**src/rtl/clkdiv_pkg.sv**
```systemverilog
package clkdiv_pkg;
  typedef enum logic [2:0] {
    ST_IDLE,
    ST_CORE,
    ST_BUS,
    ST_BUSF,
    ST_PER,
    ST_FIN
  } solve_st_t;

  localparam int HDIV_LIMIT = 4;
endpackage

```
**src/rtl/clkdiv_divider.sv**
```systemverilog
module clkdiv_divider #(
  parameter int W = 32
) (
  input  logic         clk,
  input  logic         rst_n,
  input  logic         go,
  input  logic [W-1:0] dividend,
  input  logic [W-1:0] divisor,
  output logic [W-1:0] quot,
  output logic         done
);
  localparam int CW = $clog2(W + 1);

  logic [W-1:0]   rem_q, quo_q, a_q, b_q;
  logic [CW-1:0]  cnt_q;
  logic           run_q;
  logic [W:0]     shifted;
  logic [W-1:0]   diff;
  logic           fits;
  logic [2*W-1:0] prod;

  always_comb begin
    shifted = {rem_q, quo_q[W-1]};
    fits    = shifted >= {1'b0, b_q};
    diff    = shifted[W-1:0] - b_q;
    prod    = {{W{1'b0}}, quo_q} * {{W{1'b0}}, b_q};
  end

  always_ff @(posedge clk or negedge rst_n) begin
    if (!rst_n) begin
      rem_q <= '0;
      quo_q <= '0;
      a_q   <= '0;
      b_q   <= '0;
      cnt_q <= '0;
      run_q <= 1'b0;
      done  <= 1'b0;
    end else begin
      done <= 1'b0;
      if (go) begin
        a_q   <= dividend;
        b_q   <= divisor;
        quo_q <= dividend;
        rem_q <= '0;
        cnt_q <= CW'(W);
        run_q <= 1'b1;
      end else if (run_q) begin
        rem_q <= fits ? diff : shifted[W-1:0];
        quo_q <= {quo_q[W-2:0], fits};
        cnt_q <= cnt_q - 1'b1;
        if (cnt_q == CW'(1)) begin
          run_q <= 1'b0;
          done  <= 1'b1;
        end
      end
    end
  end

  assign quot = quo_q;

  // quotient is the floor of the latched operands
  p_div_exact_r3: assert property (@(posedge clk) disable iff (!rst_n)
    done |-> (prod <= {{W{1'b0}}, a_q}) &&
             (({{W{1'b0}}, a_q} - prod) < {{W{1'b0}}, b_q}));
endmodule

```
**src/rtl/clkdiv_pack.sv**
```systemverilog
module clkdiv_pack #(
  parameter int CTRL_W = 8
) (
  input  logic              core2,
  input  logic [2:0]        hdiv,
  input  logic              pdiv2,
  output logic [CTRL_W-1:0] ctrl,
  output logic [3:0]        bus_tot,
  output logic [4:0]        per_tot
);
  logic [1:0] hfield;

  always_comb begin
    hfield  = hdiv[1:0] - 2'd1;
    bus_tot = {1'b0, hdiv} << core2;
    per_tot = {1'b0, bus_tot} << pdiv2;
    ctrl    = '0;
    ctrl[1:0] = hfield;
    ctrl[2]   = pdiv2;
    ctrl[3]   = core2;
  end
endmodule

```
**src/rtl/clkdiv_solver.sv**
```systemverilog
module clkdiv_solver
  import clkdiv_pkg::*;
#(
  parameter int FW     = 32,
  parameter int CTRL_W = 8
) (
  input  logic              clk,
  input  logic              rst_n,
  input  logic              req_valid,
  output logic              req_ready,
  input  logic [FW-1:0]     src_hz,
  input  logic [FW-1:0]     core_hz,
  input  logic [FW-1:0]     bus_max_hz,
  input  logic [FW-1:0]     per_max_hz,
  output logic              done,
  output logic              invalid,
  output logic              scale_mode,
  output logic [1:0]        core_div,
  output logic [3:0]        bus_div,
  output logic [4:0]        per_div,
  output logic [FW-1:0]     bus_hz,
  output logic [FW-1:0]     per_hz,
  output logic [FW-1:0]     core_act_hz,
  output logic [CTRL_W-1:0] ctrl_word
);
  solve_st_t st;
  logic [FW-1:0] src_r, core_r, hmax_r, pmax_r, acd_r, bus_r, per_r;
  logic          core2_r, pdiv2_r, scale_r, inv_r;
  logic [2:0]    hdiv_r;

  logic          div_go, div_done;
  logic [FW-1:0] div_a, div_b, div_q;

  logic          accept, core2_n, hdiv_bad, pd0_two, pd_three;
  logic [FW-1:0] hmax_in, acd_n, hq_n, half_bus, per_n;

  logic [CTRL_W-1:0] pk_ctrl;
  logic [3:0]        pk_bus;
  logic [4:0]        pk_per;

  assign req_ready = (st == ST_IDLE);

  always_comb begin
    accept   = req_valid && req_ready;
    hmax_in  = (bus_max_hz > core_hz) ? core_hz : bus_max_hz;
    core2_n  = div_q > FW'(1);
    acd_n    = core2_n ? (src_r >> 1) : src_r;
    hq_n     = (div_q == '0) ? FW'(1) : div_q;
    hdiv_bad = hq_n > FW'(HDIV_LIMIT);
    half_bus = bus_r >> 1;
    pd0_two  = bus_r > pmax_r;
    pd_three = pd0_two && (half_bus > pmax_r);
    per_n    = pd0_two ? half_bus : bus_r;
    div_go   = 1'b0;
    div_a    = src_hz;
    div_b    = core_hz;
    case (st)
      ST_IDLE: div_go = accept && (core_hz != '0) && (hmax_in != '0);
      ST_CORE: begin
        div_go = div_done;
        div_a  = acd_n;
        div_b  = hmax_r;
      end
      ST_BUS: begin
        div_go = div_done && !hdiv_bad;
        div_a  = acd_r;
        div_b  = hq_n;
      end
      default: ;
    endcase
  end

  clkdiv_divider #(.W(FW)) u_div (
    .clk(clk), .rst_n(rst_n), .go(div_go),
    .dividend(div_a), .divisor(div_b), .quot(div_q), .done(div_done)
  );

  clkdiv_pack #(.CTRL_W(CTRL_W)) u_pack (
    .core2(core2_r), .hdiv(hdiv_r), .pdiv2(pdiv2_r),
    .ctrl(pk_ctrl), .bus_tot(pk_bus), .per_tot(pk_per)
  );

  always_ff @(posedge clk or negedge rst_n) begin
    if (!rst_n) begin
      st          <= ST_IDLE;
      src_r       <= '0;
      core_r      <= '0;
      hmax_r      <= '0;
      pmax_r      <= '0;
      acd_r       <= '0;
      bus_r       <= '0;
      per_r       <= '0;
      core2_r     <= 1'b0;
      pdiv2_r     <= 1'b0;
      scale_r     <= 1'b0;
      inv_r       <= 1'b0;
      hdiv_r      <= 3'd1;
      done        <= 1'b0;
      invalid     <= 1'b0;
      scale_mode  <= 1'b0;
      core_div    <= '0;
      bus_div     <= '0;
      per_div     <= '0;
      bus_hz      <= '0;
      per_hz      <= '0;
      core_act_hz <= '0;
      ctrl_word   <= '0;
    end else begin
      done <= 1'b0;
      case (st)
        ST_IDLE: if (accept) begin
          src_r  <= src_hz;
          core_r <= core_hz;
          hmax_r <= hmax_in;
          pmax_r <= per_max_hz;
          inv_r  <= (core_hz == '0) || (hmax_in == '0);
          st     <= ((core_hz == '0) || (hmax_in == '0)) ? ST_FIN : ST_CORE;
        end
        ST_CORE: if (div_done) begin
          core2_r <= core2_n;
          acd_r   <= acd_n;
          st      <= ST_BUS;
        end
        ST_BUS: if (div_done) begin
          if (hdiv_bad) begin
            inv_r <= 1'b1;
            st    <= ST_FIN;
          end else begin
            hdiv_r <= hq_n[2:0];
            st     <= ST_BUSF;
          end
        end
        ST_BUSF: if (div_done) begin
          bus_r   <= div_q;
          scale_r <= core_r < acd_r;
          st      <= ST_PER;
        end
        ST_PER: begin
          pdiv2_r <= pd0_two;
          per_r   <= per_n;
          if (pd_three) inv_r <= 1'b1;
          st <= ST_FIN;
        end
        default: begin
          done        <= 1'b1;
          invalid     <= inv_r;
          scale_mode  <= inv_r ? 1'b0 : scale_r;
          core_div    <= inv_r ? 2'd0 : (core2_r ? 2'd2 : 2'd1);
          bus_div     <= inv_r ? 4'd0 : pk_bus;
          per_div     <= inv_r ? 5'd0 : pk_per;
          bus_hz      <= inv_r ? '0 : bus_r;
          per_hz      <= inv_r ? '0 : per_r;
          core_act_hz <= inv_r ? '0 : (scale_r ? bus_r : acd_r);
          ctrl_word   <= inv_r ? '0 : pk_ctrl;
          st          <= ST_IDLE;
        end
      endcase
    end
  end

  // strobe lasts one cycle
  p_done_single_r11: assert property (@(posedge clk) disable iff (!rst_n)
    done |=> !done);
  // an accepted request makes the solver busy
  p_ready_drop_r10: assert property (@(posedge clk) disable iff (!rst_n)
    (req_valid && req_ready) |=> !req_ready);
  // invalid results are cleared
  p_inv_zero_r5: assert property (@(posedge clk) disable iff (!rst_n)
    (done && invalid) |-> (ctrl_word == '0 && bus_hz == '0 && core_div == 2'd0));
  // scaling mode reports the bus clock as the core clock
  p_scale_core_r4: assert property (@(posedge clk) disable iff (!rst_n)
    (done && !invalid && scale_mode) |-> (core_act_hz == bus_hz));
  // core divisor limited to 1..2
  p_core_div_r2: assert property (@(posedge clk) disable iff (!rst_n)
    (done && !invalid) |-> (core_div == 2'd1 || core_div == 2'd2));
endmodule

```
**config.mk**
```make
export PLATFORM = sky130hd
export DESIGN_NAME = clkdiv_solver
export DESIGN_NICKNAME = d
export VERILOG_FILES = /design/src/rtl/clkdiv_pkg.sv /design/src/rtl/clkdiv_divider.sv /design/src/rtl/clkdiv_pack.sv /design/src/rtl/clkdiv_solver.sv
export SDC_FILE = /design/constraint.sdc
export NUM_CORES = 1
export LEC_CHECK = 0
export BUFFER_PORTS_ARGS = -buffer_cell sky130_fd_sc_hd__buf_4
export CAP_MARGIN = 5
export CORE_MARGIN = 4
export CORE_UTILIZATION = 43
export CTS_BUF_LIST = sky130_fd_sc_hd__clkbuf_8
export CTS_CLUSTER_DIAMETER = 150
export DETAILED_ROUTE_END_ITERATION = 10
export PLACE_DENSITY = 0.64
export SYNTH_ARGS = -nofsm -noshare
export SYNTH_HDL_FRONTEND = slang
export SYNTH_SLANG_ARGS = --single-unit
```
**constraint.sdc**
```tcl
create_clock -name clk -period 2.6 [get_ports clk]
set_input_delay 0.65 -clock clk [delete_from_list [all_inputs] [get_ports clk]]
set_output_delay 0.65 -clock clk [all_outputs]
set_load 0.03 [all_outputs]
```
# Word-level counts from Yosys, hierarchy flattened
# Cells that the tools add are included.
dict set report classes {
  add_sub_neg 3
  mux 43
  shifts 2
  n_reduce_logical 22
  bitwise 1
  n_eq_ne 11
  order_cmp 7
}
# operator n
set op_table {}
lappend op_table {{two-way mux 32 bit} 13}
lappend op_table {{one-hot mux 32 bit (2 select lines)} 2}
lappend op_table {{logical NOT 32 bit} 3}
lappend op_table {{> comparator 32 bit} 2}
lappend op_table {{nonzero test 32 bit} 2}
lappend op_table {{greater-or-equal comparator 33 x 32 -> 1 bit} 1}
lappend op_table {{> comparator 31 x 32 -> 1 bit} 1}
lappend op_table {{> comparator 32 x 1 -> 1 bit, second input constant} 1}
lappend op_table {{> comparator 32 x 3 -> 1 bit, second input constant} 1}
lappend op_table {{less-than comparator 32 bit} 1}
lappend op_table {{subtractor 32 bit} 1}
lappend op_table {{two-way mux 3 bit} 6}
lappend op_table {{one-hot mux 3 bit (5 select lines)} 1}
lappend op_table {{two-way mux 1 bit} 12}
lappend op_table {{two-way mux 6 bit} 2}
lappend op_table {{two-way mux 4 bit} 2}
lappend op_table {{inequality test 2 x 1 -> 1 bit, second input constant} 4}
lappend op_table {{equality test 3 x 2 -> 1 bit, second input constant} 2}
lappend op_table {{equality test 6 x 1 -> 1 bit, second input constant} 1}
lappend op_table {{one-hot mux 1 bit (3 select lines)} 2}
lappend op_table {{AND reduction 2 bit} 3}
lappend op_table {{subtractor 6 x 1 -> 6 bit, second input constant} 1}
lappend op_table {{logical AND 1 bit} 5}
lappend op_table {{two-way mux 5 bit} 1}
lappend op_table {{other kinds (17)} 19}
dict set report totals {
  ff_bits 456
  inputBits 131
  output_inout_bits 119
  elab_cells 118
}

# Longest topological paths before layout
# Gate-level depths: netlist of the first run.
dict set report logic_depth {
  word_depth 7
  ltp_mapped 14
  ltp_nobuf 12
}

# Cells and area by module
# A second synthesis of the first run with hierarchy kept.
dict set report unflattened {
  hier_cells 2692
  hier_area_um2 25783.5
}
# mod seq_area_each_um2 area_each_um2 cells_per_inst n_inst
set modules_own_cells {}
lappend modules_own_cells {clkdiv_solver 8809.7 18928.2 1904 1}
lappend modules_own_cells {clkdiv_divider 2602.5 6666.4 763 1}
lappend modules_own_cells {clkdiv_pack 0.0 188.9 25 1}

# Least setup slack after synthesis of the first run
# Ideal clock, no wire load.
dict set report synth_path {
  path_kind {input to register}
  from {input core_hz[31]}
  to {register u_div.b_q[10]}
  slack_ns -0.477
  stages 14
  arrival_ns 2.940
  setup_time_ns 0.137
  path_buffers 3
  required_ns 2.463
  path_cell_list {inv_1 ha_1 nand4_1 nor4_1 nand3_1 nor2b_1 a21oi_2 a31oi_1 or3_1 buf_2 buf_2 clkbuf_1 nor2_1 a21oi_1}
}
dict set report synth_via {
  elab_chain_len 5
  word_cells_on_any_way 7
  cone_classes {1 x order compare; 2 x mux; 4 x reduce/logical}
}
# item line_no
set synth_rtl {}
lappend synth_rtl {{from (decl)} clkdiv_solver.sv:12} ;# input logic [FW-1:0] core_hz,
lappend synth_rtl {{> comparator 32 bit} clkdiv_solver.sv:45} ;# hmax_in = (bus_max_hz > core_hz) ? core_hz : bus_max_hz;
lappend synth_rtl {{two-way mux 32 bit} clkdiv_solver.sv:45}
lappend synth_rtl {{nonzero test 32 bit} clkdiv_solver.sv:58} ;# ST_IDLE: div_go = accept && (core_hz != '0) && (hmax_in != '0);
lappend synth_rtl {{logical AND 1 bit *} clkdiv_solver.sv:58}
lappend synth_rtl {{one-hot mux 1 bit (3 select lines) *} clkdiv_solver.sv:57} ;# case (st)
lappend synth_rtl {{to (signal assigned)} clkdiv_divider.sv:42} ;# b_q <= divisor;
lappend synth_rtl {{to (decl)} clkdiv_divider.sv:14} ;# logic [W-1:0] rem_q, quo_q, a_q, b_q;
# Every way passes the cells marked *; elsewhere a longest branch is shown, timed or not.
# A chain may end at the register's enable or synchronous reset.

# Worst setup path after layout of the first run
dict set report layout_path {
  from {register u_div.quo_q[5], in the netlist u_div.quot[5]}
  to {register u_div.quo_q[9], in the netlist u_div.quot[9]}
}
dict set report layout_via {
  elab_chain_len 7
  word_cells_on_any_way 11
  cone_classes {2 x order compare; 5 x mux; 4 x reduce/logical}
}
# item line_no
set layout_rtl {}
lappend layout_rtl {{from (decl)} clkdiv_divider.sv:14}
lappend layout_rtl {{from (signal assigned)} clkdiv_divider.sv:43} ;# quo_q <= dividend;
lappend layout_rtl {{from (signal assigned)} clkdiv_divider.sv:49} ;# quo_q <= {quo_q[W-2:0], fits};
lappend layout_rtl {{logical NOT 32 bit} clkdiv_solver.sv:48} ;# hq_n = (div_q == '0) ? FW'(1) : div_q;
lappend layout_rtl {{two-way mux 32 bit} clkdiv_solver.sv:48}
lappend layout_rtl {{> comparator 32 x 3 -> 1 bit} clkdiv_solver.sv:49} ;# hdiv_bad = hq_n > FW'(HDIV_LIMIT);
lappend layout_rtl {{logical NOT 1 bit} clkdiv_solver.sv:65} ;# div_go = div_done && !hdiv_bad;
lappend layout_rtl {{logical AND 1 bit} clkdiv_solver.sv:65}
lappend layout_rtl {{one-hot mux 1 bit (3 select lines)} clkdiv_solver.sv:57}
lappend layout_rtl {{two-way mux 32 bit / nonzero test 2 bit (equally long branches)} -}
# Several ways; a longest one is shown, not always the timed one.

==> results of run 1 <==
==> kinds of logic after synthesis <==
logic type,after synthesis,synth area share (%)
AOI/OAI and AO/OA,636,16.5
and+or+nand+nor,713,12.8
muxes,256,10.9
buffers and inverters,304,4.81
xor gates and xnor gates,31,1.10
other,1,0.0152
adders and majority gates,161,8.19
DFF,451,45.7
==> sequential cells by signal (all words and copies together), names as in the netlist, 2 cells and up <==
register / cells
st: 3
u_div.cnt_q: 6
core_div: 2
per_hz: 32
src_r: 32
u_div.b_q: 32
per_r: 32
pmax_r: 32
core_r: 32
per_div: 5
core_act_hz: 32
hdiv_r: 3
hmax_r: 32
u_div.rem_q: 32
bus_div: 4
bus_hz: 32
acd_r: 32
ctrl_word: 3
bus_r: 32
u_div.quot: 32
==> cells in the mapped netlist, types with 4 or more instances <==
cell,number
o21bai_1,4
o21a_1,10
a22o_1,4
nand2b_1,15
a21oi_1,178
and3_1,10
a211o_1,4
inv_1,148
a31oi_1,19
nor2b_1,41
and2_1,7
a211oi_1,59
xnor2_1,21
o21ai_0,171
a222oi_1,22
a221oi_1,36
nor2_1,203
nand2_1,305
buf_4,7
mux2_2,100
nand4_1,27
nor4_1,29
a22oi_1,12
nor3_1,20
xor2_1,10
buf_1,14
o31ai_1,41
mux2i_1,156
o211ai_1,8
a21o_1,39
nor3b_1,5
nand3_1,35
clkbuf_1,124
ha_1,160
dfrtp_1,450
buf_2,10
a2111oi_0,6
==> worst min-delay path, cell delays in order <==
cell	delay [ns]
buf_4	0.08
nand2_1	0.03
o21ai_0	0.06
==> per-layer routing <==
layer,share of wire (%),global-route usage (%),vias up
met4,3.7,10.9,4
met1,42,36.5,10900
met5,0.022,0,-
met3,8.4,5.99,178
li1,-,-,10400
met2,46,42.7,872
==> per-stage QoR <==
| step | instances | power [mW] | cell area (sq um) |
|---|---|---|---|
| 2_1_floorplan | 2556 | 23.6 | 25200 |
| 4_1_cts | 3961 | 40.7 | 33400 |
| 6_report | 3990 | 42.7 | 34400 |
| 5_1_grt | 3988 | 45.3 | 34300 |
| 3_3_place_gp | 3751 | 31.0 | 30200 |
| 3_5_place_dp | 3751 | 31.6 | 30200 |
==> worst max-delay path by stage <==
| stage | end | slack [ns] | depth (start not counted) |
|---|---|---|---|
| floorplan | u_div.quot[17] | -0.31 | 13 |
| global placement | u_div.quot[9] | -0.77 | 13 |
| detailed placement | u_div.quot[21] | -0.85 | 13 |
| CTS | u_div.b_q[14] | -0.42 | 11 |
| global route | u_div.rem_q[16] | -0.46 | 12 |
| finish | u_div.quot[9] | -0.43 | 15 |
==> area by class of cell <==
| cell class | instances | share of cell area [%] |
|---|---|---|
| Multi-Input combinational cell | 1802 | 40.0 |
| Sequential cell | 451 | 32.9 |
| Timing Repair Buffer | 685 | 18.0 |
| Clock buffer | 104 | 4.17 |
| Tap cell | 756 | 2.75 |
| Inverter | 148 | 1.65 |
| Clock inverter | 41 | 0.554 |
| Antenna cell | 3 | 0.0219 |
==> repair_timing <==
action	4_1_cts	5_1_grt
hold buffers	1	0
gates resized for setup	143	189
buffers inserted	43	29
cloned	21	7
pin swaps	40	78
endpoints found under the setup margin	176	173
endpoints found under the hold margin	46	0
==> power breakdown <==
| group | leakage (nW) | switching (mW) | internal [mW] |
|---|---|---|---|
| registers | 5.70 | 2.28 | 9.43 |
| logic | 9.48 | 12.3 | 12.0 |
| clock network | 0.952 | 3.11 | 3.59 |
| total | 16.1 | 17.7 | 25.0 |
==> results.toml, run 1 <==
[final_layout]
final_common_cell = "buf_4"
seqCellArea_sq_um = 11300
final_cell_mix = "599 x buf_4, 445 x dfrtp_1, 300 x nand2_1"
fin_nets = 3460
utilization_pct = 60.7
fillers = 4754
multi_input_area_sq_um = 13700
drive_gt1_share_pct = 35.9
syn_to_final_growth_pct = 39.2

[min_path]
hold_class = "in -> reg"
hold_path_end = "pmax_r[11]"
holdPathStages = 3
hp-start = "per_max_hz[11]"

[global_route]
grt_pass1_wl_um = 129000
first_global_vias = 22500
grt_max_degree = 189
grt-ovfl-total = 0
antenna_found_initial = 3
track_usage_pct = 27.1

[timing]
fmax_mhz = 330
setup_ws_ns = -0.430
rsz0062_at_grt = "true"
slew_violations = 0
fin_hold_ws_ns = 0.177
fin_setup_tns_ns = -36.13
maxSlewHeadroom_pct = 48.4
tightestPinTransition_ns = 0.774
setup_viol = 120
hold_viol = 0
period_minus_slack_ns = 3.03
worst_clock_skew_ns = 0.0453
fin_crit_sh_pct = 117

[route]
drc = 0
drt_first_pass_iters = 8
ant_nets = 0
vias = 22300
avgRoutedWirePerCell_um = 21.5
drtIter0Drc = 1857
routed_wl_um = 85800
via_per_inst = 5.58

[die]
dieArea_sq_um = 61300
die_h_um = 248
coreArea_sq_um = 56600
ios = 250
start_util_pct = 43.6
die_w_um = 248
core.rowCount = 87

[yosys]
synthArstFlopShare_pct = 100
yosysSeqAreaShare_pct = 45.7
yosysTopAreaCell = "dfrtp_1"
yosys-top-cells-area = "dfrtp_1 46%, ha_1 8.1%, mux2i_1 6.3%"
ys.flop_type = "dfrtp_1"
synth.avg_cell_area_sq_um = 9.67
ys_types = 73
yosys_warnings = 0
synth_edf_count = 0
yosysTopAreaCellShare_pct = 45.6
ys_ff_latch = 451
postSynthCellCount = 2553
synth.cell_area_sq_um = 24700

[flow_run]
drv_cap = 0

[critical_path]
critPathArrivalTime_ns = 3.65
crit_start = "u_div.quot[5]"
cp_num_buf_inv = 6
max_stage_delay_ns = 0.55
cp.required_ns = 3.22
timing.rr.start = "u_div.quot[5]"
worstSetupStartpointType = "register"
cpLargestDelayFamily = "simple AND/OR/NAND/NOR gates"
crit_path_top_delay_cell = "or4_4"
r2r_end = "u_div.quot[9]"
crit_chain = "or4_4 > nor4_4 > buf_4 > nand3_2 > nor2_1 > buf_4 > buf_6 > nand2_4 > nor2_4 > or3_4 > buf_6 > buf_12 > clkbuf_16 > a211oi_1 > a21oi_1"
endpoint_kind = "register"
crit_type = "reg -> reg"
worst-path-max-fanout = 6
rr_worst_depth = 15
rrSetupSlack_ns = -0.43

[status]
outcome = "finished with violations"
violations = "negative setup slack"

[place]
port_buffers = 245
place_ws_ns = -0.846
dp_hpwl_um = 59500
gp_congestion = 0.933

[clock_network]
cts_tree = "built"
cts.sinks = 451
htree_levels = 3
clk_pin_slew_ns = 0.06
clockRootBuffer = "clkbuf_8"
cts_buffers = 80
insertion_delay_ns = 0.70
cts_max_path_buffers = 3

[power]
power.leakage_nw = 16.1
peakVddDrop_v = 0.000854
power-per-cell-area_nw_per_um2 = 1240
(Power assumes the default switching activity.)
==> inputs of run 2 (changes only) <==
Settings changed: CORE_MARGIN 4 to 3, PLACE_DENSITY 0.64 to 0.61.
Clock period 2.6 ns to 3.66 ns, I/O delays scaled along.
==> run 2 against run 1 <==
  * The flow now finishes without violations
  * Register-to-register slack gained 0.72 ns
  * Die area decreased by 1.6%
  * Sequential share of layout area increased by 5.2 points
  * Combinational power fell by 53%
  * Flip-flop and latch count unchanged
  * Critical endpoint is now u_div.rem_q[24]
  * Non-clock buffer count down 328
  * Clock skew is 0.020 ns lower
  * Sequential power is 26% lower
==> results.toml, run 2 (synthesis results as in run 1) <==
[critical_path]
timing.rr.start = "u_div.b_q[18]"
worstSetupStartpointType = "register"
path_depth = 12
critPathArrivalTime_ns = 3.85
crit_chain = "inv_1 > ha_1 > a21oi_1 > o21ai_0 > o41ai_1 > nor3b_1 > o211ai_4 > o21bai_4 > o21a_1 > buf_12 > mux2i_1 > a211oi_1"
worst-path-max-fanout = 32
cp_num_buf_inv = 2
rr_worst_depth = 12
cp.required_ns = 4.14
endpoint_kind = "register"
crit_type = "reg -> reg"
cpLargestDelayFamily = "compound AO/OA/AOI/OAI gates"
max_stage_delay_ns = 0.49
crit_start = "u_div.b_q[18]"
crit_path_top_delay_cell = "o41ai_1"

[clock_network]
cts_buffers = 81
clockRootBuffer = "clkbuf_8"
clk_pin_slew_ns = 0.06
htree_levels = 3
postCtsHoldBufs = 0
ctsResizeCount = 0
cts_setup_buffers = 0
cts_tree = "built"
cts.sinks = 451
cts_max_path_buffers = 3
insertion_delay_ns = 0.66

[place]
port_buffers = 245
gp_congestion = 0.967
place_inst = 3513
dp_hpwl_um = 55800

[final_layout]
final_cell_mix = "448 x dfrtp_1, 341 x buf_4, 303 x nand2_1"
syn_to_final_growth_pct = 20.2
fin_cells = 3660
final_common_cell = "dfrtp_1"
fin_nets = 3132
drive_gt1_share_pct = 20.8
fillers = 5244

[route]
drc = 0
drt_first_pass_iters = 7
avgRoutedWirePerCell_um = 20.7
via_per_inst = 5.62
routed_wl_um = 75700
drtIter0Drc = 1522
ant_nets = 0
vias = 20600

[global_route]
track_usage_pct = 25.0
grt-ovfl-total = 0
antenna_found_initial = 2
grt_max_degree = 180
first_global_vias = 20500
grt_pass1_wl_um = 118000

[timing]
fmax_mhz = 297
period_minus_slack_ns = 3.37
maxSlewHeadroom_pct = 24.2
slew_violations = 0
rsz0062_at_grt = "false"
fin_crit_sh_pct = 92.0
hold_viol = 0
setup_viol = 0
worst_clock_skew_ns = 0.0257
tightestPinTransition_ns = 1.14
fin_hold_ws_ns = 0.256

[power]
pwr-share-comb_pct = 46.0
power.leakage_nw = 14.2
switching_share_pct = 42.0
peakVddDrop_v = 0.000356
clockPowerShare_pct = 19.7
p_int_mw = 14.6
seqPwrFrac_pct = 34.3
p_switching_mw = 10.5
power-per-cell-area_nw_per_um2 = 847

[status]
outcome = "complete, no violations"

[die]
core.rowCount = 87
start_util_pct = 43.6
dieArea_sq_um = 60300
coreArea_sq_um = 56600
ios = 250
die_h_um = 246
die_w_um = 246

[flow_run]
drv_cap = 0

[min_path]
hold_class = "in -> async"
-- run 2: through the flow --
| step | instance area [sq um] | power [mW] | setup slack (ns) | setup TNS, ns | util [%] |
|---|---|---|---|---|---|
| global placement | 27900 | 19.7 | -0.156 | -8.87 | 49.4 |
| global route | 29700 | 27.0 | 0.0602 | 0 | 52.4 |
| detailed placement | 27900 | 20.1 | -0.194 | -9.37 | 49.4 |
| floorplan | 24700 | 16.2 | 0.318 | 0 | - |
| finish | 29700 | 25.1 | 0.291 | 0 | 52.4 |
| CTS | 29700 | 25.2 | 0.287 | 0 | 52.4 |
-- run 2: cell type report --
class,instances,area [sq um],area share (%)
Antenna cell,2,5.00,0.0169
Clock buffer,102,1400,4.73
Clock inverter,43,305,1.03
Inverter,148,556,1.87
Multi-Input combinational cell,1801,12300,41.4
Sequential cell,451,11300,38.1
Tap cell,756,946,3.19
Timing Repair Buffer,357,2880,9.69
-- run 2: worst register-to-register path: stages, from the launching register on --
cell and delay [ns]:
dfrtp_1 0.35, inv_1 0.05, ha_1 0.35, a21oi_1 0.19
o21ai_0 0.14, o41ai_1 0.49, nor3b_1 0.42, o211ai_4 0.19
o21bai_4 0.20, o21a_1 0.20, buf_12 0.24, mux2i_1 0.29
a211oi_1 0.10
-- run 2: routing by layer --
| layer | global-route usage (%) | wire length (um) |
|---|---|---|
| met5 | 0 | 11 |
| met4 | 7.95 | 1970 |
| met3 | 3.43 | 4540 |
| met2 | 39.8 | 34600 |
| met1 | 35.3 | 34600 |
-- run 2: worst paths after layout --
kind | end | slack [ns]
min in group clk | pmax_r[14] | 0.47
max in group asynchronous | hmax_r[15] | 2.47
setup / recovery | u_div.rem_q[24] | 0.29
setup reg to reg | u_div.rem_q[24] | 0.29
hold reg to reg | per_hz[22] | 0.47
hold / removal | per_hz[6] | 0.26
-- run 2: power by group through the flow --
stage | registers, mW | logic [mW] | clock network [mW]
4_1_cts | 8.57 | 11.5 | 5.09
5_1_grt | 8.81 | 12.8 | 5.31
6_report | 8.62 | 11.5 | 4.95
2_1_floorplan | 7.83 | 8.38 | 0
3_3_place_gp | 8.57 | 11.1 | 0
3_5_place_dp | 8.64 | 11.5 | 0
==> inputs of run 3 (changes only) <==
Settings changed: ABC_AREA set to 1.
==> run 3 against run 2 <==
  * Register-to-register slack better by 0.15 ns
  * Fmax is 4.7% higher
  * Largest power group unchanged
  * Global-route usage is 1.6 points higher
  * Sequential share of layout area is 0.60 points lower
  * Synthesized cell count is 25% higher
  * Critical path type unchanged
  * Via count is 13% higher
  * Final cell count is 18% higher
  * Power is 12% lower
==> results.toml, run 3 <==
[critical_path]
cp.required_ns = 4.17
crit_type = "reg -> reg"
rr_worst_depth = 12
rrSetupSlack_ns = 0.44
worst-path-max-fanout = 62
timing.rr.start = "pmax_r[31]"
critPathArrivalTime_ns = 3.73
worstSetupStartpointType = "register"
endpoint_kind = "register"
r2r_end = "per_r[21]"

[die]
core.rowCount = 88
ios = 250
die_w_um = 248
dieArea_sq_um = 61500
die_h_um = 248
coreArea_sq_um = 57800
start_util_pct = 43.5

[final_layout]
drive_gt1_share_pct = 15.0
fin_nets = 3784
final_common_cell = "nand2_1"
final_cell_mix = "821 x nand2_1, 488 x o21ai_0, 449 x dfrtp_1"
syn_to_final_growth_pct = 19.7

[yosys]
ys_ff_latch = 451
synth_edf_count = 0
yosys_warnings = 0
yosysTopAreaCell = "dfrtp_1"
synthArstFlopShare_pct = 100
ys_types = 47
ys.flop_type = "dfrtp_1"
synth_most_common_cell = "nand2_1"
yosysTopAreaCellShare_pct = 44.7
synth.cell_area_sq_um = 25200
synth_commonest_cells = "824 x nand2_1, 489 x o21ai_0, 450 x dfrtp_1, 351 x inv_1, 176 x nand3_1"
yosys-top-cells-area = "dfrtp_1 45%, nand2_1 12%, o21ai_0 9.7%"
yosysSeqAreaShare_pct = 44.9
synth.avg_cell_area_sq_um = 7.89
postSynthCellCount = 3191

[timing]
slew_violations = 0
tightestPinTransition_ns = 1.18
hold_viol = 0
fin_crit_sh_pct = 87.9
maxSlewHeadroom_pct = 21.1
setup_viol = 0
rsz0062_at_grt = "false"
fin_setup_tns_ns = 0
period_minus_slack_ns = 3.22
fmax_mhz = 311
worst_clock_skew_ns = 0.0273

[global_route]
use_met2_pct = 41.2
gr-usage-met1_pct = 36.8
grt-ovfl-total = 0
grt_max_degree = 112
busiest_layer = "met2"
use_met3_pct = 4.57
antenna_found_initial = 1
track_usage_pct = 26.6
first_global_vias = 22900
grt_pass1_wl_um = 128000

[power]
power-per-cell-area_nw_per_um2 = 735
peakVddDrop_v = 0.000310
power_mw = 22.2
power.leakage_nw = 15.1

[route]
via_per_inst = 5.41
avgRoutedWirePerCell_um = 18.9
drc = 0
ant_nets = 0
drtIter0Drc = 2074
drt_first_pass_iters = 6
routed_wl_um = 81500
vias = 23300

[clock_network]
cts_setup_buffers = 0
clk_pin_slew_ns = 0.06
clockRootBuffer = "clkbuf_8"
cts_buffers = 80
cts_max_path_buffers = 3
ctsResizeCount = 0
cts_tree = "built"
postCtsHoldBufs = 0
insertion_delay_ns = 0.68
htree_levels = 3
cts.sinks = 451

[status]
outcome = "complete, no violations"

[place]
port_buffers = 245
gp_congestion = 0.900
dp_hpwl_um = 61900

[min_path]
hold_class = "in -> async"

[flow_run]
drv_cap = 0
-- run 3: logic make-up after synthesis --
family | after synthesis | share of synthesized area [%]
xor+xnor | 33 | 1.15
compound gates | 768 | 16.6
buf+inv | 533 | 8.62
simple gates | 1244 | 20.7
fa+ha+maj | 161 | 8.03
flops | 451 | 44.9
other cells | 1 | 0.0149
-- run 3: cell type report --
cell class	count	area (sq um)
Antenna cell	1	2.50
Clock buffer	100	1380
Sequential cell	451	11300
Timing Repair Buffer	391	3110
Tap cell	765	957
Clock inverter	39	282
Fill cell	5566	27700
Multi-Input combinational cell	2210	11800
Inverter	358	1350
-- run 3: worst max-delay path by stage --
stage,startpoint,to,slack [ns],cells after the start
global route,core_hz[15],u_div.b_q[14],0.18,24
global placement,core_hz[7],u_div.b_q[14],-0.16,24
CTS,pmax_r[31],per_r[21],0.44,12
floorplan,core_hz[19],u_div.b_q[21],0.47,24
detailed placement,core_hz[7],u_div.run_q,-0.20,23
finish,pmax_r[31],per_r[21],0.44,12
-- run 3: where the power goes --
group	internal, mW	leakage [nW]	switching [mW]
Sequential	6.31	5.92	0.990
Clock	2.69	0.935	2.20
Combinational	3.58	8.20	6.39
-- run 3: through the flow --
stage / area (sq um) / hold WS, ns / setup slack (ns) / cells / utilization, %
final: 30100 / 0.212 / 0.443 / 4315 / 52.1
after global routing: 30100 / 0.249 / 0.178 / 4315 / 52.1
after CTS: 30100 / 0.203 / 0.445 / 4314 / 52.1
after detailed placement: 28500 / 0.470 / -0.205 / 4175 / 49.2
after global placement: 28500 / 0.459 / -0.163 / 4175 / 49.2
after floorplan: 25200 / 0.444 / 0.467 / 3194 / -
-- run 3: routing by layer --
layer  wire [um]  vias up
li1            -    11200
met1       36500    11100
met2       36200      855
met3        5640      141
met4        3170        0
met5           0        -
-- run 3: worst max-delay path, stage by stage, from the launching register on --
cell and delay, ns:
dfrtp_1 0.33, inv_1 0.10, ha_1 0.35, nand4_1 0.13
nor4_1 0.39, nor4b_1 0.41, buf_4 0.20, nand2_1 0.12
o2111ai_1 0.19, nand2_1 0.16, buf_12 0.23, o21ai_0 0.30
o21ai_0 0.15
